--- src/rtl/dds_cfg_pkg.sv ---
package dds_cfg_pkg;

  localparam int TW_W   = 32;
  localparam int PH_W   = 5;
  localparam int FMT_W  = 2;
  localparam int BYTE_W = 8;
  localparam int CTRL_W = PH_W + 1 + FMT_W;
  localparam int CFG_W  = CTRL_W + TW_W;
  localparam int PAR_LOADS = CFG_W / BYTE_W;
  localparam int SER_LOADS = CFG_W;
  localparam int PTR_W  = $clog2(SER_LOADS + 1);

  localparam logic [FMT_W-1:0] FMT_SERIAL = 2'b11;

  // Bit k of this struct is staging position k of a serial load.
  typedef struct packed {
    logic [PH_W-1:0]  phase;
    logic             pdown;
    logic [FMT_W-1:0] fmt;
    logic [TW_W-1:0]  tw;
  } cfg_t;

endpackage

--- src/rtl/dds_rst_sync.sv ---
module dds_rst_sync (
  input  logic clk,
  input  logic rst_n_async,
  output logic rst_n_sync
);

  logic [1:0] sync_q;

  always_ff @(posedge clk or negedge rst_n_async) begin
    if (!rst_n_async) sync_q <= 2'b00;
    else              sync_q <= {sync_q[0], 1'b1};
  end

  assign rst_n_sync = sync_q[1];

endmodule

--- src/rtl/dds_strobe_edge.sv ---
module dds_strobe_edge #(
  parameter int N = 2
) (
  input  logic         clk,
  input  logic         rst_n,
  input  logic [N-1:0] strb_in,
  output logic [N-1:0] evt
);

  logic [N-1:0] prev_q;

  for (genvar i = 0; i < N; i++) begin : g_edge
    assign evt[i] = strb_in[i] & ~prev_q[i];

    always_ff @(posedge clk or negedge rst_n) begin
      if (!rst_n) prev_q[i] <= 1'b0;
      else        prev_q[i] <= strb_in[i];
    end

    AST_EVT_PULSE: assert property (@(posedge clk) disable iff (!rst_n)
      evt[i] |=> !evt[i]);
  end

endmodule

--- src/rtl/dds_cfg_stager.sv ---
module dds_cfg_stager
  import dds_cfg_pkg::*;
(
  input  logic              clk,
  input  logic              rst_n,
  input  logic              load_evt,
  input  logic              upd_evt,
  input  logic              serial_mode,
  input  logic [BYTE_W-1:0] pbyte,
  input  logic              sbit,
  output cfg_t              staged
);

  logic [PTR_W-1:0] ptr_q, ptr_d;
  logic [CFG_W-1:0] stg_q, stg_d;
  logic [PTR_W-1:0] limit;
  logic             accept;

  assign limit  = serial_mode ? PTR_W'(SER_LOADS) : PTR_W'(PAR_LOADS);
  assign accept = load_evt && !upd_evt && (ptr_q < limit);

  always_comb begin
    ptr_d = ptr_q;
    stg_d = stg_q;
    if (upd_evt) begin
      ptr_d = '0;
    end else if (accept) begin
      ptr_d = ptr_q + 1'b1;
      if (serial_mode) begin
        for (int k = 0; k < SER_LOADS; k++)
          if (ptr_q == PTR_W'(k)) stg_d[k] = sbit;
      end else begin
        for (int j = 0; j < PAR_LOADS; j++)
          if (ptr_q == PTR_W'(j)) stg_d[CFG_W-1-j*BYTE_W -: BYTE_W] = pbyte;
      end
    end
  end

  always_ff @(posedge clk or negedge rst_n) begin
    if (!rst_n) begin
      ptr_q <= '0;
      stg_q <= '0;
    end else begin
      ptr_q <= ptr_d;
      stg_q <= stg_d;
    end
  end

  assign staged = cfg_t'(stg_q);

  AST_PTR_BOUND: assert property (@(posedge clk) disable iff (!rst_n)
    ptr_q <= limit);
  AST_SAT_FREEZE: assert property (@(posedge clk) disable iff (!rst_n)
    (ptr_q == limit && !upd_evt) |=> $stable(stg_q));
  AST_IDLE_HOLD: assert property (@(posedge clk) disable iff (!rst_n)
    !load_evt |=> $stable(stg_q));

endmodule

--- src/rtl/dds_cfg_active.sv ---
module dds_cfg_active
  import dds_cfg_pkg::*;
(
  input  logic clk,
  input  logic rst_n,
  input  logic upd_evt,
  input  cfg_t staged,
  output cfg_t active
);

  cfg_t act_q, act_d;

  always_comb begin
    act_d = act_q;
    if (upd_evt) act_d = staged;
  end

  always_ff @(posedge clk or negedge rst_n) begin
    if (!rst_n) act_q <= '0;
    else        act_q <= act_d;
  end

  assign active = act_q;

  AST_ACTIVE_HOLD: assert property (@(posedge clk) disable iff (!rst_n)
    !upd_evt |=> $stable(act_q));

endmodule

--- src/rtl/dds_cfg_loader.sv ---
module dds_cfg_loader
  import dds_cfg_pkg::*;
(
  input  logic              clk,
  input  logic              rst_n,
  input  logic              wload,
  input  logic              fq_upd,
  input  logic [BYTE_W-1:0] pdata,
  input  logic              sdata,
  output logic [TW_W-1:0]   tuning_word,
  output logic [PH_W-1:0]   phase_word,
  output logic              power_down,
  output logic [FMT_W-1:0]  load_fmt
);

  logic       rst_n_s;
  logic [1:0] evt;
  cfg_t       staged;
  cfg_t       active;

  dds_rst_sync u_rst (
    .clk         (clk),
    .rst_n_async (rst_n),
    .rst_n_sync  (rst_n_s)
  );

  dds_strobe_edge #(.N(2)) u_edge (
    .clk     (clk),
    .rst_n   (rst_n_s),
    .strb_in ({fq_upd, wload}),
    .evt     (evt)
  );

  dds_cfg_stager u_stage (
    .clk         (clk),
    .rst_n       (rst_n_s),
    .load_evt    (evt[0]),
    .upd_evt     (evt[1]),
    .serial_mode (active.fmt == FMT_SERIAL),
    .pbyte       (pdata),
    .sbit        (sdata),
    .staged      (staged)
  );

  dds_cfg_active u_act (
    .clk     (clk),
    .rst_n   (rst_n_s),
    .upd_evt (evt[1]),
    .staged  (staged),
    .active  (active)
  );

  assign tuning_word = active.tw;
  assign phase_word  = active.phase;
  assign power_down  = active.pdown;
  assign load_fmt    = active.fmt;

  AST_OUT_STABLE: assert property (@(posedge clk) disable iff (!rst_n_s)
    !(fq_upd && !$past(fq_upd)) |=> $stable(tuning_word));

endmodule

--- config.mk ---
export PLATFORM = sky130hd
export DESIGN_NAME = dds_cfg_loader
export DESIGN_NICKNAME = d
export VERILOG_FILES = /design/src/rtl/dds_cfg_pkg.sv /design/src/rtl/dds_rst_sync.sv /design/src/rtl/dds_strobe_edge.sv /design/src/rtl/dds_cfg_stager.sv /design/src/rtl/dds_cfg_active.sv /design/src/rtl/dds_cfg_loader.sv
export SDC_FILE = /design/constraint.sdc
export NUM_CORES = 1
export LEC_CHECK = 0
export ABC_AREA = 1
export ABC_CLOCK_PERIOD_IN_PS = 6700
export CAP_MARGIN = 30
export CORE_ASPECT_RATIO = 1.25
export CORE_MARGIN = 3
export CORE_UTILIZATION = 40
export DETAILED_ROUTE_END_ITERATION = 16
export PLACE_DENSITY = 0.72
export RECOVER_POWER = 25
export SYNTH_ARGS = -nofsm -noshare
export SYNTH_HDL_FRONTEND = slang
export SYNTH_SLANG_ARGS = --single-unit
export TNS_END_PERCENT = 100
--- constraint.sdc ---
create_clock -name clk -period 6.7 [get_ports clk]
set_input_delay 1.34 -clock clk [delete_from_list [all_inputs] [get_ports clk]]
set_output_delay 1.34 -clock clk [all_outputs]
set_load 0.01 [all_outputs]
======== After elaboration in Yosys (flattened, before gate mapping) ========
Cells that the tools add are included.
storage, ports and cells
  register bits after elaboration ......... 90
  output and inout port bits .............. 40
  word-level logic and storage cells ...... 233
cells by class
  add/sub/neg operators ................... 1
  magnitude comparators ................... 1
  equal/unequal tests ..................... 79
  mux-type cells .......................... 49
  bitwise logic cells ..................... 5
  reductions and logical operators ........ 50
operators with widths
  operator                                                          number
  4-bit AND reduction                                               39
  6-bit by 5-bit == test with 1-bit output (second input constant)  16
  2-bit != test (second input constant)                             39
  6-bit by 4-bit == test with 1-bit output (second input constant)  8
  6-bit == test (second input constant)                             8
  1-bit two-way mux                                                 40
  40-bit two-way mux                                                1
  8-bit two-way mux                                                 5
  6-bit by 3-bit == test with 1-bit output (second input constant)  4
  6-bit two-way mux                                                 3
  6-bit by 2-bit == test with 1-bit output (second input constant)  2
  2-bit nonzero test                                                6
  6-bit by 1-bit adder with 6-bit output (second input constant)    1
  6-bit by 1-bit == test with 1-bit output (second input constant)  1
  6-bit zero test                                                   1
  6-bit less-than comparator                                        1
  1-bit NOT                                                         3
  3-bit AND reduction                                               1
  1-bit AND                                                         2
  2-bit == test (second input constant)                             1
  1-bit logical AND                                                 2
  1-bit zero test                                                   1

======== Depth between registers and ports, before layout ========
Gate-level depths: netlist (run 1).
  depth after elaboration ................. 7
  depth in mapped cells ................... 13

======== Modules after synthesis ========
A second synthesis (run 1) with hierarchy kept.
unflattened totals
  cell total of the unflattened synthesis .. 574
  area, all modules ....................... 4642.0 um^2
by module, submodules not included
  module           times used  cells each  area each (um^2)  sequential area each (um^2)
  dds_cfg_stager   1           393         2905.3            1151.1
  dds_cfg_active   1           170         1605.3            1001.0
  dds_strobe_edge  1           6           70.1              50.0
  dds_rst_sync     1           3           53.8              50.0
  dds_cfg_loader   1           2           7.5               0.0

======== Worst setup path before layout (run 1) ========
Ideal clock, no wire load.
  path kind ............................... input to register
  start ................................... input wload
  end ..................................... register u_stage.stg_q[22], in the netlist u_stage.staged[22]
  arrival ................................. 2089 ps
  slack ................................... 4490 ps
  stages on the path ...................... 6
  path through ............................ nand3_1 nor2_4 nand3_4 buf_4 o21ai_0 nand2_1
on the way
  cells in the longest elaborated chain, start to end .. 4
ends and longest elaborated chain
  what                                  line                   RTL
  start, declared                       dds_cfg_loader.sv:6    input logic wload,
  1-bit AND                             dds_strobe_edge.sv:13  assign evt[i] = strb_in[i] & ~prev_q[i];
  1-bit logical AND (2 in series)       dds_cfg_stager.sv:20   assign accept = load_evt && !upd_evt && (ptr_q < limit);
  4-bit AND reduction (no source line)  --
  end signal, assigned                  dds_cfg_stager.sv:45   stg_q <= stg_d;
  end, declared                         dds_cfg_stager.sv:15   logic [CFG_W-1:0] stg_q, stg_d;
No other way between the ends.
A chain may end at the register's enable or synchronous reset.

==> results of run 1 <==
cell usage after synthesis, drive strengths merged:
| library cell | instances | area share (%) |
|---|---|---|
| nand2 | 227 | 19 |
| dfrtp | 90 | 50 |
| o21ai | 80 | 8.9 |
| nor2 | 49 | 5.6 |
| nand3 | 44 | 5.7 |
| inv | 40 | 3.3 |
| buf | 20 | 3.3 |
| nand4 | 9 | 1.2 |
| ha | 7 | 1.9 |
| clkbuf | 6 | 0.50 |
| a21oi | 2 | 0.22 |
| conb | 1 | 0.083 |
| nor3 | 1 | 0.11 |
| o21bai | 1 | 0.17 |
through the flow:
step	hold WS, ns	power, W
after floorplan	0.331	0.00144
after global placement	0.338	0.00173
after detailed placement	0.229	0.00176
after CTS	0.236	0.00230
after global routing	0.388	0.00245
final	0.341	0.00228
layout make-up:
cell class | instances | area (um2)
Clock buffer | 13 | 270
Sequential cell | 90 | 2250
Timing Repair Buffer | 55 | 539
Tap cell | 132 | 165
Inverter | 40 | 150
Multi-Input combinational cell | 421 | 1950
Clock inverter | 3 | 46.3
Fill cell | 1028 | 5450
kinds of logic (layout without fill, tap and decap cells):
family / after synthesis / count (layout)
simple gates: 330 / 330
flops: 90 / 90
compound gates: 83 / 83
buf+inv: 66 / 111
fa+ha+maj: 7 / 7
other cells: 1 / 1
registers in the layout, summed over array words and instances (netlist names):
name / cells
u_act.active: 40
u_edge.prev_q: 2
u_rst.sync_q: 2
u_stage.ptr_q: 6
u_stage.staged: 40
worst max path at each step:
stage                    endpoint  slack, ns  cells past startpoint
6_report       u_stage.staged[15]       2.50                      1
5_1_grt        u_stage.staged[30]       1.66                      1
4_1_cts        u_stage.staged[25]       3.19                      9
3_5_place_dp   u_stage.staged[25]       2.81                      9
3_3_place_gp   u_stage.staged[31]       2.97                      8
2_1_floorplan     u_act.active[0]       4.01                      0
power groups by stage:
| stage | logic (W) | clock network, W | registers (W) |
|---|---|---|---|
| 2_1_floorplan | 0.000536 | 0 | 0.000904 |
| 3_3_place_gp | 0.000840 | 0 | 0.000893 |
| 3_5_place_dp | 0.000873 | 0 | 0.000890 |
| 4_1_cts | 0.000879 | 0.000535 | 0.000883 |
| 5_1_grt | 0.000984 | 0.000558 | 0.000910 |
| 6_report | 0.000877 | 0.000524 | 0.000881 |
metal layers:
metal	wire (um)	part of all wire, %	vias up	GRT usage, %
met2	5170	48	136	28.9
li1	-	-	1911	-
met3	561	5.3	23	3.53
met4	250	2.3	0	6.10
met1	4710	44	1816	24.1
met5	0	0	-	0
==> results.cfg, run 1 <==
[floorplan]
rows = 42
die-area_mm2 = 0.0126
pin_count = 53
die_y_um = 125
start_util_pct = 41.8
core_mm2 = 0.0108
chipWidth_um = 101

[grt]
grt_pass1_wl_mm = 18.4
overflow = 0
grt_max_degree = 68
grt_usage_pct = 18.0
grt_pass1_vias = 3828
antenna_found_initial = 0

[power_and_ir_drop]
p_int_w = 0.00143
pwr-share-clk_pct = 22.9
power_density_mw_per_mm2 = 425
switchingPower_w = 0.000852
p_leak_nw = 2.56
switching_share_pct = 37.4
p_seq_share_pct = 38.6
ir_drop_mv = 0.167
p_comb_share_pct = 38.4

[sta]
clock.fmax_ghz = 0.238
setup_slack_ns = 2.50
tns_ns = 0
maxSlewHeadroom_pct = -137
grt_setup_unrepaired = no
skew_ns = 0.00785
finalSetupViolCount = 0
worstMarginPinSlew_ns = 3.56
fin_crit_ns = 4.20
drv_slew = 68
final-hold-violation-count = 0
period_share_pct = 62.6

[finish]
fin_cells = 754
drive_above_1_share_pct = 7.40
final_cell_mix = nand2_1 (221), dfrtp_1 (90), o21ai_0 (65)
final_nets = 637
fin_area_mm2 = 0.00538
diodes = 0
final_common_cell = nand2_1
area_growth_pct = 18.8
final_util_pct = 49.7

[placement]
dp.cells = 738
dpl_cell_area_mm2 = 0.00509
port_buffers = 52
place.detailed.hpwl_mm = 7.46
dp_slack_ns = 2.81
gp_congestion = 0.883

[critical_path]
cp_slowest_cell = clkbuf_1
cp.required_ns = 6.33
path_cells = clkbuf_1
worstSetupPathType = flip-flop to async pin
cpLargestDelayFamily = buffers and inverters
r2r_setup_slack_ns = 2.50
critPathMaxStageDelay_ns = 2.54
cp_max_fo = 67
cp-end-kind = async pin
r2r-end = u_stage.staged[15]
critPathLaunch = u_rst.sync_q[1]
arrival_ns = 3.83
r2r-start = u_rst.sync_q[1]
cp-start-kind = flip-flop
r2r_cells = 1
path_buf_inv = 1

[synth]
ys_seq_area_share_pct = 49.8
synth_seq_cells = 90
netlist_area_mm2 = 0.00452
synth_xor_area_share_pct = 0
yosys_warnings = 0
synth_fa_ha_area_share_pct = 1.94
synth_top_family_by_area = simple AND/OR/NAND/NOR gates
syn_avg_cell_area_um2 = 7.84
syn-num-nets = 597
synth-simple-area-share_pct = 31.7
synth_mux_area_share_pct = 0
synth_cells = 577
ys_types = 26
synth_compound_area_share_pct = 9.32

[drt]
first_pass_iters = 5
detail_route.vias_per_cell = 5.15
vias = 3886
detail-route-antenna-nets = 0
wl_mm = 10.7
drtIter0Drc = 301
wl_per_cell_um = 14.2
post-route-drc-count = 0

[cts]
numCtsBuffers = 9
cts_root_buf = clkbuf_16
hold_buffers = 0
cts_setup_buffers = 0
cts_resized = 0
clkTransAtPathRegs_ns = 0.06
clock-sinks = 90
cts_tree = built
clock_path_buffers = 2
clk_latency_ns = 0.34
htree_levels = 3

[hold_path]
hold_class = flip-flop to async pin

[run_status]
violations = capacitance limit, slew limit
status = finished, violations left

[flow_run]
maxCapViolCount = 1
Note: power is estimated with default switching activity, not from simulation.
==> inputs of run 2 (changes only) <==
--- a/config.mk
+++ b/config.mk
@@ -6,7 +6,7 @@
 export NUM_CORES = 1
 export LEC_CHECK = 0
 export ABC_AREA = 1
-export ABC_CLOCK_PERIOD_IN_PS = 6700
+export ABC_CLOCK_PERIOD_IN_PS = 4100
 export CAP_MARGIN = 30
 export CORE_ASPECT_RATIO = 1.25
 export CORE_MARGIN = 3
==> constraint.sdc (replaced) <==
create_clock -name clk -period 4.1 [get_ports clk]
set_input_delay 0.82 -clock clk [delete_from_list [all_inputs] [get_ports clk]]
set_output_delay 0.82 -clock clk [all_outputs]
set_load 0.01 [all_outputs]
==> results.cfg, run 2 (synthesis results as in run 1) <==
[grt]
grt_use_met3_pct = 3.14
grt_pass1_wl_mm = 18.7
use_met1_pct = 23.9
overflow = 0
antenna_found_initial = 0
grt_usage_pct = 18.3
busiest_layer = met2
use_met2_pct = 30.9
grt_max_degree = 65
grt_pass1_vias = 3833

[sta]
clock.fmax_ghz = 0.327
final-hold-violation-count = 0
maxSlewHeadroom_pct = -5.61
setup_slack_ns = 1.04
fin_crit_ns = 3.06
skew_ns = 0.00691
tns_ns = 0
finalSetupViolCount = 0
worstMarginPinSlew_ns = 1.58
grt_setup_unrepaired = no
period_share_pct = 74.5
drv_slew = 41

[cts]
clk_latency_ns = 0.35
cts_tree = built
htree_levels = 3
hold_buffers = 0
cts_setup_buffers = 0
clock_path_buffers = 2
numCtsBuffers = 9
clock-sinks = 90
cts_root_buf = clkbuf_16
clkTransAtPathRegs_ns = 0.06
cts_resized = 0

[floorplan]
chipWidth_um = 101
die_y_um = 125
die-area_mm2 = 0.0126
pin_count = 53
core_mm2 = 0.0108
rows = 42
start_util_pct = 41.8

[power_and_ir_drop]
switchingPower_w = 0.00141
pwr-share-clk_pct = 22.1
p_leak_nw = 2.55
p_comb_share_pct = 38.7
switching_share_pct = 38.2
p_int_w = 0.00228
power_density_mw_per_mm2 = 690
p_seq_share_pct = 39.2
ir_drop_mv = 0.225

[critical_path]
critPathLaunch = u_act.active[32]
cp_max_fo = 26
cp.required_ns = 4.34
r2r-start = u_act.active[32]
arrival_ns = 3.29
r2r_cells = 10
cp-start-kind = flip-flop
cp-end-kind = flip-flop
worstSetupPathType = flip-flop to flip-flop

[flow_run]
maxCapViolCount = 1

[hold_path]
holdPathStages = 0
hold_class = flip-flop to flip-flop
hold_start = u_rst.sync_q[0]

[drt]
detail-route-antenna-nets = 0
drtIter0Drc = 378
wl_mm = 10.8
vias = 3819
wl_per_cell_um = 14.4
first_pass_iters = 5
post-route-drc-count = 0
detail_route.vias_per_cell = 5.07

[finish]
fin_cells = 753
final_nets = 637
fin_area_mm2 = 0.00535
diodes = 0
final_common_cell = nand2_1
fill_cells = 1022
multi_input_area_mm2 = 0.00195
final_cell_mix = nand2_1 (221), dfrtp_1 (90), o21ai_0 (65)
area_growth_pct = 18.1
regArea_mm2 = 0.00225
drive_above_1_share_pct = 7.41
final_util_pct = 49.4

[placement]
dp_slack_ns = 0.913
dpl_cell_area_mm2 = 0.00509
place.detailed.hpwl_mm = 7.48
gp_congestion = 0.865
dp.cells = 738
port_buffers = 52

[run_status]
violations = capacitance limit, slew limit
status = finished, violations left
[run 2: worst max-delay path, cell delays in order (launching register included)]
cell	delay (ns)
dfrtp_1	0.38
nand2_1	0.59
ha_1	0.60
nand2_1	0.09
nand2_1	0.09
nor2_4	0.12
nand2_1	0.07
nor2_2	0.65
nand3_1	0.17
nand2_1	0.12
nand2_1	0.05
[run 2: path summary, 6_finish.rpt]
check,endpoint,slack (ns)
max reg2reg,u_stage.staged[31],1.04
max in group asynchronous,u_act.active[29],1.52
max,u_stage.staged[31],1.04
min in group asynchronous,u_act.active[34],0.66
min reg2reg,u_rst.sync_q[1],0.36
min,u_rst.sync_q[1],0.36
[run 2: per-layer routing]
metal  up-vias  share of wire [%]
li1       1919                  -
met1      1810                 45
met2        79                 49
met3        11                4.1
met4         0                1.4
met5         -                  0
[run 2: area by class of cell]
cell class                      count  share of cell area (%)
Timing Repair Buffer               55                    10.1
Inverter                           40                    2.81
Tap cell                          132                    3.09
Multi-Input combinational cell    421                    36.5
Sequential cell                    90                    42.1
Clock buffer                       10                    4.28
Clock inverter                      5                    1.05
[run 2: power by group through the flow]
stage / sequential, W / combinational (W) / clock, W
2_1_floorplan: 0.00148 / 0.000875 / 0
3_3_place_gp: 0.00146 / 0.00139 / 0
3_5_place_dp: 0.00146 / 0.00143 / 0
4_1_cts: 0.00145 / 0.00144 / 0.000826
5_1_grt: 0.00150 / 0.00162 / 0.000866
6_report: 0.00144 / 0.00143 / 0.000815
[run 2: through the flow]
stage,hold slack (ns),power [W]
after floorplan,0.331,0.00235
after global placement,0.339,0.00285
after detailed placement,0.343,0.00289
after CTS,0.350,0.00372
after global routing,0.370,0.00398
final,0.357,0.00369
